==> src/rtl/sb_pkg.sv <==
package sb_pkg;
  localparam int NUM_FU = 4;
  localparam int TAG_W  = $clog2(NUM_FU + 1);

  typedef logic [TAG_W-1:0] fu_tag_t;

  typedef enum logic [1:0] {
    ST_IDLE,
    ST_OPND,
    ST_EXEC,
    ST_DONE
  } slot_st_e;

  // a pending reader exists when a source matches and is ready but unread
  function automatic logic war_pending(input logic j_match, input logic j_rdy,
                                       input logic k_match, input logic k_rdy);
    return (j_match && j_rdy) || (k_match && k_rdy);
  endfunction

  // isolate the least significant set bit
  function automatic logic [NUM_FU-1:0] first_set(input logic [NUM_FU-1:0] v);
    return v & (~v + NUM_FU'(1));
  endfunction
endpackage

==> src/rtl/sb_regstat.sv <==
module sb_regstat
  import sb_pkg::*;
#(
  parameter int NUM_REGS = 32,
  parameter int REG_W    = $clog2(NUM_REGS)
) (
  input  logic             clk,
  input  logic             rst,
  input  logic [REG_W-1:0] look_a,
  input  logic [REG_W-1:0] look_b,
  input  logic [REG_W-1:0] look_d,
  output fu_tag_t          tag_a,
  output fu_tag_t          tag_b,
  output fu_tag_t          tag_d,
  input  logic             set_en,
  input  logic [REG_W-1:0] set_addr,
  input  fu_tag_t          set_tag,
  input  logic             clr_en,
  input  logic [REG_W-1:0] clr_addr
);
  fu_tag_t owner [NUM_REGS];

  assign tag_a = owner[look_a];
  assign tag_b = owner[look_b];
  assign tag_d = owner[look_d];

  always_ff @(posedge clk) begin
    if (rst) begin
      for (int r = 0; r < NUM_REGS; r++) owner[r] <= '0;
    end else begin
      if (clr_en) owner[clr_addr] <= '0;
      if (set_en) owner[set_addr] <= set_tag;
    end
  end


  waw_clean_set_chk: assert property (@(posedge clk) disable iff (rst)
    set_en |-> owner[set_addr] == '0);

  clr_owned_chk: assert property (@(posedge clk) disable iff (rst)
    clr_en |-> owner[clr_addr] != '0);
endmodule

==> src/rtl/sb_fu_slot.sv <==
module sb_fu_slot
  import sb_pkg::*;
#(
  parameter int REG_W = 5,
  parameter int OP_W  = 4,
  parameter int CNT_W = 6,
  parameter int LAT   = 2
) (
  input  logic             clk,
  input  logic             rst,
  input  logic             iss_go,
  input  logic [OP_W-1:0]  iss_op,
  input  logic [REG_W-1:0] iss_fi,
  input  logic [REG_W-1:0] iss_fj,
  input  logic [REG_W-1:0] iss_fk,
  input  fu_tag_t          iss_qj,
  input  fu_tag_t          iss_qk,
  input  logic             wb_en,
  input  fu_tag_t          wb_tag,
  input  logic             grant,
  output logic             busy,
  output logic [OP_W-1:0]  op,
  output logic [REG_W-1:0] fi,
  output logic [REG_W-1:0] fj,
  output logic [REG_W-1:0] fk,
  output logic             rj,
  output logic             rk,
  output logic             rd_go,
  output logic             done,
  output logic             want_wr
);
  slot_st_e         st;
  fu_tag_t          qj, qk;
  logic [CNT_W-1:0] cnt;
  fu_tag_t          cap_qj, cap_qk;
  logic             wake_j, wake_k;

  // a producer writing in the issue cycle counts as already written
  assign cap_qj = (wb_en && iss_qj == wb_tag) ? fu_tag_t'(0) : iss_qj;
  assign cap_qk = (wb_en && iss_qk == wb_tag) ? fu_tag_t'(0) : iss_qk;

  assign wake_j  = wb_en && (qj != '0) && (qj == wb_tag);
  assign wake_k  = wb_en && (qk != '0) && (qk == wb_tag);
  assign busy    = (st != ST_IDLE);
  assign rd_go   = (st == ST_OPND) && rj && rk;
  assign done    = (st == ST_EXEC) && (cnt == CNT_W'(1));
  assign want_wr = (st == ST_DONE);

  always_ff @(posedge clk) begin
    if (rst) begin
      st  <= ST_IDLE;
      op  <= '0;
      fi  <= '0;
      fj  <= '0;
      fk  <= '0;
      qj  <= '0;
      qk  <= '0;
      rj  <= 1'b0;
      rk  <= 1'b0;
      cnt <= '0;
    end else begin
      unique case (st)
        ST_IDLE: if (iss_go) begin
          st <= ST_OPND;
          op <= iss_op;
          fi <= iss_fi;
          fj <= iss_fj;
          fk <= iss_fk;
          qj <= cap_qj;
          qk <= cap_qk;
          rj <= (cap_qj == '0);
          rk <= (cap_qk == '0);
        end
        ST_OPND: begin
          if (rd_go) begin
            st  <= ST_EXEC;
            cnt <= CNT_W'(LAT);
            rj  <= 1'b0;
            rk  <= 1'b0;
            qj  <= '0;
            qk  <= '0;
          end else begin
            if (wake_j) rj <= 1'b1;
            if (wake_k) rk <= 1'b1;
          end
        end
        ST_EXEC: begin
          cnt <= cnt - CNT_W'(1);
          if (cnt == CNT_W'(1)) st <= ST_DONE;
        end
        ST_DONE: if (grant) st <= ST_IDLE;
        default: st <= ST_IDLE;
      endcase
    end
  end


  grant_when_done_chk: assert property (@(posedge clk) disable iff (rst)
    grant |-> st == ST_DONE);

  issue_into_idle_chk: assert property (@(posedge clk) disable iff (rst)
    iss_go |-> st == ST_IDLE);
endmodule

==> src/rtl/sb_wr_arb.sv <==
module sb_wr_arb
  import sb_pkg::*;
#(
  parameter int REG_W = 5
) (
  input  logic             clk,
  input  logic             rst,
  input  logic [NUM_FU-1:0] want,
  input  logic [REG_W-1:0] fi [NUM_FU],
  input  logic [REG_W-1:0] fj [NUM_FU],
  input  logic [REG_W-1:0] fk [NUM_FU],
  input  logic [NUM_FU-1:0] rj,
  input  logic [NUM_FU-1:0] rk,
  output logic [NUM_FU-1:0] grant
);
  logic [NUM_FU-1:0] blocked;
  logic [NUM_FU-1:0] elig;

  always_comb begin
    for (int f = 0; f < NUM_FU; f++) begin
      blocked[f] = 1'b0;
      for (int g = 0; g < NUM_FU; g++) begin
        if (g != f && war_pending(fj[g] == fi[f], rj[g], fk[g] == fi[f], rk[g]))
          blocked[f] = 1'b1;
      end
    end
  end

  assign elig  = want & ~blocked;
  assign grant = first_set(elig);


  one_writer_chk: assert property (@(posedge clk) disable iff (rst)
    $onehot0(grant));

  grant_needs_want_chk: assert property (@(posedge clk) disable iff (rst)
    (grant & ~want) == '0);
endmodule

==> src/rtl/sb_ctrl.sv <==
module sb_ctrl
  import sb_pkg::*;
#(
  parameter int NUM_REGS = 32,
  parameter int OP_W     = 4,
  parameter int LAT_INT  = 1,
  parameter int LAT_MUL  = 10,
  parameter int LAT_ADD  = 2,
  parameter int LAT_DIV  = 40,
  localparam int REG_W   = $clog2(NUM_REGS)
) (
  input  logic                    clk,
  input  logic                    rst,
  input  logic                    in_valid,
  output logic                    in_ready,
  input  logic [TAG_W-1:0]        in_fu,
  input  logic [OP_W-1:0]         in_op,
  input  logic [REG_W-1:0]        in_dst,
  input  logic [REG_W-1:0]        in_src1,
  input  logic [REG_W-1:0]        in_src2,
  output logic [NUM_FU-1:0]       rd_en,
  output logic [NUM_FU*REG_W-1:0] rd_addr1,
  output logic [NUM_FU*REG_W-1:0] rd_addr2,
  output logic [NUM_FU*OP_W-1:0]  start_op,
  output logic [NUM_FU-1:0]       ex_done,
  output logic                    wr_en,
  output logic [REG_W-1:0]        wr_addr,
  output logic [TAG_W-1:0]        wr_fu,
  output logic [NUM_FU-1:0]       fu_busy
);
  localparam int MAX_AM  = (LAT_INT > LAT_MUL) ? LAT_INT : LAT_MUL;
  localparam int MAX_AD  = (LAT_ADD > LAT_DIV) ? LAT_ADD : LAT_DIV;
  localparam int MAX_LAT = (MAX_AM > MAX_AD) ? MAX_AM : MAX_AD;
  localparam int CNT_W   = $clog2(MAX_LAT + 1);

  fu_tag_t           tag_s1, tag_s2, tag_dst;
  logic [NUM_FU-1:0] sel_fu;
  logic              issue_fire;
  logic [NUM_FU-1:0] want, grant, s_rj, s_rk;
  logic [REG_W-1:0]  s_fi [NUM_FU];
  logic [REG_W-1:0]  s_fj [NUM_FU];
  logic [REG_W-1:0]  s_fk [NUM_FU];

  always_comb begin
    for (int i = 0; i < NUM_FU; i++) sel_fu[i] = (in_fu == TAG_W'(i + 1));
  end

  assign in_ready   = (|sel_fu) && ((sel_fu & fu_busy) == '0) && (tag_dst == '0);
  assign issue_fire = in_valid && in_ready;

  sb_regstat #(.NUM_REGS(NUM_REGS), .REG_W(REG_W)) u_regstat (
    .clk      (clk),
    .rst      (rst),
    .look_a   (in_src1),
    .look_b   (in_src2),
    .look_d   (in_dst),
    .tag_a    (tag_s1),
    .tag_b    (tag_s2),
    .tag_d    (tag_dst),
    .set_en   (issue_fire),
    .set_addr (in_dst),
    .set_tag  (in_fu),
    .clr_en   (wr_en),
    .clr_addr (wr_addr)
  );

  for (genvar i = 0; i < NUM_FU; i++) begin : g_slot
    localparam int SLOT_LAT = (i == 0) ? LAT_INT :
                              (i == 1) ? LAT_MUL :
                              (i == 2) ? LAT_ADD : LAT_DIV;
    logic [OP_W-1:0] slot_op;

    sb_fu_slot #(.REG_W(REG_W), .OP_W(OP_W), .CNT_W(CNT_W), .LAT(SLOT_LAT)) u_slot (
      .clk     (clk),
      .rst     (rst),
      .iss_go  (issue_fire && sel_fu[i]),
      .iss_op  (in_op),
      .iss_fi  (in_dst),
      .iss_fj  (in_src1),
      .iss_fk  (in_src2),
      .iss_qj  (tag_s1),
      .iss_qk  (tag_s2),
      .wb_en   (wr_en),
      .wb_tag  (wr_fu),
      .grant   (grant[i]),
      .busy    (fu_busy[i]),
      .op      (slot_op),
      .fi      (s_fi[i]),
      .fj      (s_fj[i]),
      .fk      (s_fk[i]),
      .rj      (s_rj[i]),
      .rk      (s_rk[i]),
      .rd_go   (rd_en[i]),
      .done    (ex_done[i]),
      .want_wr (want[i])
    );

    assign rd_addr1[i*REG_W +: REG_W] = s_fj[i];
    assign rd_addr2[i*REG_W +: REG_W] = s_fk[i];
    assign start_op[i*OP_W +: OP_W]   = slot_op;
  end

  sb_wr_arb #(.REG_W(REG_W)) u_arb (
    .clk   (clk),
    .rst   (rst),
    .want  (want),
    .fi    (s_fi),
    .fj    (s_fj),
    .fk    (s_fk),
    .rj    (s_rj),
    .rk    (s_rk),
    .grant (grant)
  );

  always_comb begin
    wr_en   = |grant;
    wr_addr = '0;
    wr_fu   = '0;
    for (int i = 0; i < NUM_FU; i++) begin
      if (grant[i]) begin
        wr_addr = wr_addr | s_fi[i];
        wr_fu   = wr_fu | TAG_W'(i + 1);
      end
    end
  end

  // observer built from the write port outputs, for the WAR check
  logic war_seen;
  always_comb begin
    war_seen = 1'b0;
    for (int g = 0; g < NUM_FU; g++) begin
      if (wr_fu != TAG_W'(g + 1) &&
          ((s_fj[g] == wr_addr && s_rj[g]) || (s_fk[g] == wr_addr && s_rk[g])))
        war_seen = 1'b1;
    end
  end


  no_war_write_chk: assert property (@(posedge clk) disable iff (rst)
    wr_en |-> !war_seen);

  busy_count_chk: assert property (@(posedge clk) disable iff (rst)
    issue_fire |=> $countones(fu_busy) ==
                   $past($countones(fu_busy)) + 1 - ($past(wr_en) ? 1 : 0));

  write_frees_chk: assert property (@(posedge clk) disable iff (rst)
    (wr_en && !issue_fire) |=> $countones(fu_busy) == $past($countones(fu_busy)) - 1);
endmodule

==> config.mk <==
export PLATFORM = sky130hd
export DESIGN_NAME = sb_ctrl
export DESIGN_NICKNAME = d
export VERILOG_FILES = /design/src/rtl/sb_pkg.sv /design/src/rtl/sb_regstat.sv /design/src/rtl/sb_fu_slot.sv /design/src/rtl/sb_wr_arb.sv /design/src/rtl/sb_ctrl.sv
export SDC_FILE = /design/constraint.sdc
export NUM_CORES = 1
export LEC_CHECK = 0
export ABC_AREA = 1
export BUFFER_PORTS_ARGS = -buffer_cell sky130_fd_sc_hd__buf_2
export CAP_MARGIN = 20
export CORE_ASPECT_RATIO = 0.9
export CORE_MARGIN = 2
export CORE_UTILIZATION = 50
export DETAILED_ROUTE_END_ITERATION = 10
export PLACE_DENSITY_LB_ADDON = 0.08
export SLEW_MARGIN = 15
export SYNTH_ARGS = -nofsm -noshare
export SYNTH_HDL_FRONTEND = slang
export SYNTH_SLANG_ARGS = --single-unit
==> constraint.sdc <==
create_clock -name clk -period 5.63 [get_ports clk]
set_input_delay 1.126 -clock clk [delete_from_list [all_inputs] [get_ports clk]]
set_output_delay 1.126 -clock clk [all_outputs]
set_load 0.05 [all_outputs]
Yosys cells after proc, flatten, opt, wreduce, memory -nomap -nowiden
Memory sizes are Yosys's and may differ from the RTL's.
Cells that the tools add are included.
{"block": "classes", "addsub": 5, "n_mul": 0, "n_div": 0, "n_lt_le_gt_ge": 0, "n_eq_ne": 78, "shift": 0, "mux": 116, "n_bitwise": 8, "n_reduce_logical": 129}
{"op": "5-bit equality test", "count": 24}
{"op": "1-bit logical AND", "count": 61}
{"op": "3-bit 2-to-1 mux", "count": 17}
{"op": "3-bit one-hot mux with 2 select lines", "count": 8}
{"op": "6-bit one-hot mux with 2 select lines", "count": 4}
{"op": "1-bit 2-to-1 mux", "count": 47}
{"op": "2-bit 2-to-1 mux", "count": 18}
{"op": "3-bit AND reduction", "count": 12}
{"op": "2-bit one-hot mux with 4 select lines", "count": 4}
{"op": "3-bit equality test", "count": 10}
{"op": "5-bit 2-to-1 mux", "count": 6}
{"op": "6-bit by 1-bit equality test with 1-bit output (second input constant)", "count": 4}
{"op": "6-bit 2-to-1 mux", "count": 4}
{"op": "3-bit by 1-bit != test with 1-bit output (second input constant)", "count": 8}
{"op": "2-bit nonzero test", "count": 12}
{"op": "3-bit nonzero test", "count": 8}
{"op": "6-bit by 1-bit subtractor with 6-bit output (second input constant)", "count": 4}
{"op": "2-bit equality test (second input constant)", "count": 8}
{"op": "2-bit by 1-bit != test with 1-bit output (second input constant)", "count": 8}
{"op": "2-bit != test (second input constant)", "count": 8}
{"op": "1-bit one-hot mux with 2 select lines", "count": 8}
{"op": "2-bit AND reduction", "count": 8}
{"op": "4-bit AND reduction", "count": 4}
{"op": "5-bit OR", "count": 3}
{"op": "other kinds (13)", "count": 38}
{"block": "word_totals", "register_bits": 140, "latch_bits": 0, "ram_bits": 96, "mem_bits_ro": 0, "in_bits": 25, "output_inout_bits": 78, "elab_cells": 377, "n_memories": 1}
{"memory": "u_regstat.owner", "depth": 32, "word_bits": 3, "read_ports": 3, "rd_ports_with_merged_regs": 0, "write_ports": 32, "line_no": "sb_regstat.sv:21", "text": "fu_tag_t owner [NUM_REGS];"}

Longest topological paths before layout
{"block": "logic_depth", "depth_word": 21, "depth_mapped": 20, "ltp_nobuf": 19}

Hierarchy
Synthesis repeated with hierarchy kept, for this count alone.
{"block": "unflattened", "hier_cells": 2581, "hier_area_um2": 16016.6}
{"module": "sb_regstat", "instances": 1, "cells_each": 1004, "area_per_inst_um2": 6800.3, "seq_area_each_um2": 2882.8}
{"module": "sb_wr_arb", "instances": 1, "cells_each": 494, "area_per_inst_um2": 2016.9, "seq_area_each_um2": 0.0}
{"module": "sb_fu_slot at g_slot[1].u_slot", "instances": 1, "cells_each": 259, "area_per_inst_um2": 1741.7, "seq_area_each_um2": 700.7}
{"module": "sb_fu_slot at g_slot[3].u_slot", "instances": 1, "cells_each": 257, "area_per_inst_um2": 1741.7, "seq_area_each_um2": 700.7}
{"module": "sb_fu_slot at g_slot[0].u_slot", "instances": 1, "cells_each": 256, "area_per_inst_um2": 1725.4, "seq_area_each_um2": 700.7}
{"module": "sb_fu_slot at g_slot[2].u_slot", "instances": 1, "cells_each": 254, "area_per_inst_um2": 1725.4, "seq_area_each_um2": 700.7}
{"module": "sb_ctrl", "instances": 1, "cells_each": 57, "area_per_inst_um2": 265.3, "seq_area_each_um2": 0.0}

Worst setup path after synthesis
Ideal clock, no wire load.
{"block": "synth_path", "kind": "reg-to-output", "from": "register g_slot[3].u_slot.fk[0]", "to": "output port wr_addr[4]", "t_arrival_ns": 2.573, "t_required_ns": 4.504, "setup_slack_ns": 1.931, "stages_incl_launch_ff": 13, "path_buffers": 0, "path_cell_list": "dfxtp_1 > inv_1 > nand2_1 > o21ai_0 > nor2_1 > nand2_1 > nor2_1 > nor2_1 > nand2_1 > nand2_1 > inv_1 > nand3_2 > o221ai_1"}
{"block": "synth_between", "elab_chain_cells": 16, "word_cells_on_any_way": 24, "cone_classes": "add/sub: 1; eq/ne: 3; mux: 7; bitwise: 7; reduce/logical: 6"}
{"item": "start: declaration", "line_no": "sb_fu_slot.sv:25", "text": "output logic [REG_W-1:0] fk,"}
{"item": "start signal: assignment", "line_no": "sb_fu_slot.sv:68", "text": "fk <= iss_fk;"}
{"item": "5-bit equality test", "line_no": "sb_wr_arb.sv:23", "text": "if (g != f && war_pending(fj[g] == fi[f], rj[g], fk[g] == fi[f], rk[g]))"}
{"item": "1-bit logical AND", "line_no": "sb_pkg.sv:17", "text": "return (j_match && j_rdy) || (k_match && k_rdy);"}
{"item": "1-bit logical OR", "line_no": "sb_pkg.sv:17"}
{"item": "1-bit 2-to-1 mux", "line_no": "sb_wr_arb.sv:23"}
{"item": "4-bit inverter *", "line_no": "sb_wr_arb.sv:29", "text": "assign elig = want & ~blocked;"}
{"item": "4-bit AND *", "line_no": "sb_wr_arb.sv:29"}
{"item": "4-bit inverter", "line_no": "sb_pkg.sv:22", "text": "return v & (~v + NUM_FU'(1));"}
{"item": "4-bit by 1-bit adder with 4-bit output", "line_no": "sb_pkg.sv:22"}
{"item": "4-bit AND *", "line_no": "sb_pkg.sv:22"}
{"item": "5-bit 2-to-1 mux", "line_no": "sb_ctrl.sv:120", "text": "if (grant[i]) begin"}
{"item": "5-bit OR", "line_no": "sb_ctrl.sv:121", "text": "wr_addr = wr_addr | s_fi[i];"}
{"item": "5-bit 2-to-1 mux", "line_no": "sb_ctrl.sv:120"}
{"item": "5-bit OR", "line_no": "sb_ctrl.sv:121"}
{"item": "5-bit 2-to-1 mux", "line_no": "sb_ctrl.sv:120"}
{"item": "5-bit OR", "line_no": "sb_ctrl.sv:121"}
{"item": "5-bit 2-to-1 mux *", "line_no": "sb_ctrl.sv:120"}
{"item": "end: declaration", "line_no": "sb_ctrl.sv:27", "text": "output logic [REG_W-1:0] wr_addr,"}
Every way passes the cells marked *; elsewhere a longest branch is shown, timed or not.

Final worst setup path
{"block": "layout_path", "from": "register g_slot[1].u_slot.fi[1]", "to": "output port wr_addr[3]"}
{"block": "layout_between", "elab_chain_cells": 16, "word_cells_on_any_way": 28, "cone_classes": "add/sub: 1; eq/ne: 6; mux: 6; bitwise: 6; reduce/logical: 9"}
{"item": "start: declaration", "line_no": "sb_fu_slot.sv:23", "text": "output logic [REG_W-1:0] fi,"}
{"item": "start signal: assignment", "line_no": "sb_fu_slot.sv:66", "text": "fi <= iss_fi;"}
{"item": "5-bit equality test", "line_no": "sb_wr_arb.sv:23"}
{"item": "1-bit logical AND", "line_no": "sb_pkg.sv:17"}
{"item": "1-bit logical OR", "line_no": "sb_pkg.sv:17"}
{"item": "1-bit 2-to-1 mux (2 in series)", "line_no": "sb_wr_arb.sv:23"}
{"item": "1-bit 2-to-1 mux *", "line_no": "sb_wr_arb.sv:23"}
{"item": "4-bit inverter *", "line_no": "sb_wr_arb.sv:29"}
{"item": "4-bit AND *", "line_no": "sb_wr_arb.sv:29"}
{"item": "4-bit inverter", "line_no": "sb_pkg.sv:22"}
{"item": "4-bit by 1-bit adder with 4-bit output", "line_no": "sb_pkg.sv:22"}
{"item": "4-bit AND *", "line_no": "sb_pkg.sv:22"}
{"item": "5-bit 2-to-1 mux", "line_no": "sb_ctrl.sv:120"}
{"item": "5-bit OR", "line_no": "sb_ctrl.sv:121"}
{"item": "5-bit 2-to-1 mux", "line_no": "sb_ctrl.sv:120"}
{"item": "5-bit OR", "line_no": "sb_ctrl.sv:121"}
{"item": "5-bit 2-to-1 mux *", "line_no": "sb_ctrl.sv:120"}
Marked as above.

==> reports/qor.txt <==
Status - completed
Antenna fix cells - 0
Hold WS - 0.471 ns
CP Cell Sequence - inv_1, nand2_1, o21ai_0, nor2_1, nand2_1, nor2_1, nor2_1, nand2_1, nand2_1, inv_1, nand3_2, o221ai_1, buf_2
Max transition margin - 45.3%
CTS Buffer Depth - 3
H-tree levels - 1
Sequential fraction of the synthesis area - 38.3%
Vias in the first global route - 14600
Tcrit/Tclk final - 91.2%
GPL Wtd Cong - 1.03
HP Class - register to register
Area contributors post-synth - edfxtp_1 19%, dfxtp_1 19%, nand2_1 15%, nor2_1 7.4%, o21ai_0 7.3%
CTS tree - done
Clk_lat worst skew - 0.56 ns
Post-layout nets - 2337
Min Tclk post-route - 5.13 ns
Post-synth EDFFs - 96
Max-cap viol count - 0
Core Footprint - 29000 um2
Die Span X - 186 um
DRC violations left - 0
Commonest non-fill, non-tap cell in the layout - nand2_1
Tightest Pin Transition - 0.812 ns
Layout area overhead - 10.2%
Top cell type's share of synthesized area - 19.4%
Cell count after synthesis - 2247
Fmax - 0.195 GHz
CTS resizes - 0
Startpoint Class - register
Initial antenna violation count - 0
Port buffer count - 102
WL final - 56200 um
Yosys top cell by area - edfxtp_1
Largest net degree at the start of global routing - 67
Via/cell ratio - 5.96
Total grt overflow - 0
Clock sinks - 236
CTS Hold Bufs - 0
Switching share of total power - 36.3%
Synthesized cell area - 14800 um2
Setup bufs post-CTS - 0
Num CTS Buffers - 27
WP data arrival - 4.01 ns
Setup violators final - 0
VDD IR max - 0.273 mV
All-Layer GR Usage - 36.1%
Total negative slack - 0 ns
Fillers - 2878
Final antenna-violating net count - 0
Slowest cell on the critical path - dfxtp_1
First-pass GRT wire length - 85700 um
Crit end category - primary output
Clock Power Share - 33.6%
Syn avg cell area - 6.60 um2
Rows - 59
RSZ-0062 raised after global routing - false
Register bit count reported by yosys - 236
CTS clk-pin slew, worst paths - 0.06 ns
Fin. Hold Viols - 0
Pwr Density - 316 nW/um2
FFs w/ async S/R, synth - 0%
Initial DRC count - 2315
Share of cells above drive strength 1 - 8.58%
Vias post-DR - 16100
Sequential cell fraction of total power - 39.4%
Setup Crit Path Kind - register to primary output
Wire per inst - 20.8 um
Total net switching power - 1.87 mW
Most frequent cells in the layout - 576 x nand2_1, 293 x nor2_1, 240 x inv_1, 217 x o21ai_0, 200 x a21oi_1
Top FF cell, synth - dfxtp_1
HPWL after DPL - 39700 um
Pins over their slew limit - 0
IO Count - 103
Post-synthesis cell type count - 46
Fin Clk Skew - 0.0134 ns
Crit-path max FO - 15
Yosys warning total - 0
Leakage - 7.16 nW
Pint - 3.29 mW
Initial Util - 51.1%
Part of the power in combinational logic - 27.0%
DIE AREA - 31000 um2
CP most frequent cell - nand2_1
Worst Path Buf+Inv - 3
Net Count, Synth - 2296
Family with the most delay on the worst path - simple AND/OR/NAND/NOR gates
CP required - 4.50 ns
Die H - 167 um
Worst stage delay on the critical path - 0.63 ns
First drt pass iteration count - 7
Clock root cell - clkbuf_16
## flip-flops by register name, indices dropped and copies added, names as in the netlist
register,cells
g_slot.u_slot.rk,4
g_slot.u_slot.fi,20
g_slot.u_slot.cnt,24
g_slot.u_slot.st,8
g_slot.u_slot.fj,20
g_slot.u_slot.op,16
u_regstat.owner,96
g_slot.u_slot.qk,12
g_slot.u_slot.fk,20
g_slot.u_slot.rj,4
g_slot.u_slot.qj,12
## power groups by stage
stage	Clock, mW	Combinational (mW)	Sequential (mW)
after floorplan	0	0.998	2.05
after global placement	0	1.35	2.06
after detailed placement	0	1.36	2.07
after CTS	1.75	1.37	2.03
after global routing	1.81	1.54	2.05
final	1.74	1.39	2.04
## cells in the mapped netlist, drive strengths merged, types with 6 or more instances
cell	n
a21oi	202
buf	39
clkbuf	70
clkinv	6
dfxtp	140
edfxtp	96
ha	24
inv	247
nand2	578
nand3	187
nand3b	8
nand4	15
nor2	302
nor3	19
o211ai	15
o21ai	225
o22ai	13
o31ai	8
xor2	17
## metal layers
| layer | up-vias | wire, um | GRT usage, % |
|---|---|---|---|
| li1 | 7460 | - | - |
| met1 | 7355 | 23100 | 52.1 |
| met2 | 1111 | 23100 | 51.4 |
| met3 | 177 | 7300 | 8.31 |
| met4 | 0 | 2600 | 15.2 |
| met5 | - | 0 | 0 |
## through the flow
stage	instances	setup WS, ns	area (um2)	total power [mW]	util [%]
after global routing	2704	0.323	16300	5.40	56.3
after global placement	2655	1.26	15500	3.41	53.4
after detailed placement	2655	1.22	15500	3.43	53.4
final	2704	0.496	16300	5.16	56.3
after CTS	2704	0.797	16300	5.15	56.3
after floorplan	2247	1.93	14800	3.05	-
## worst paths after layout
path / start / slack (ns) / to / cells after the start
worst max-delay path: g_slot[1].u_slot.fi[1] / 0.50 / wr_addr[3] / 13
worst min-delay path: g_slot[2].u_slot.qk[2] / 0.47 / g_slot[2].u_slot.qk[2] / 2
worst max register to register: g_slot[1].u_slot.fi[1] / 1.19 / u_regstat.owner[13][0] / 16
worst min register to register: g_slot[2].u_slot.qk[2] / 0.47 / g_slot[2].u_slot.qk[2] / 2
## cells by family after synthesis
kind of cell / after synthesis / synth area share, %
AND/OR/NAND/NOR: 1118 / 31.2
AO/OA/AOI/OAI: 488 / 17.5
buffers and inverters: 362 / 9.75
flip-flops: 236 / 38.3
adder cells (fa/ha/maj): 24 / 2.03
XOR/XNOR: 19 / 1.12
## worst reg2reg max path, stage by stage (launching register included)
cell,delay [ns]
dfxtp_1,0.63
inv_1,0.41
nand2_1,0.14
o21ai_0,0.09
nor2_1,0.14
nand2_1,0.08
nor2_1,0.21
nor2_1,0.09
nand2_1,0.18
nand2_1,0.07
inv_1,0.10
nand3_2,0.31
o211ai_1,0.53
nand2_1,0.18
nor2_2,0.67
nand2_1,0.15
nand3_1,0.17
## area by class of cell
cell class              instances  area, um2  share of cell area, %
multi-input cells            1649       7690                   47.1
flip-flops and latches        236       5690                   34.8
inverters                     253        951                   5.82
clock buffers                  33        739                   4.53
repair buffers                121        653                   4.00
well taps                     396        495                   3.03
clock inverters                16        116                  0.712
(Power assumes the default switching activity.)
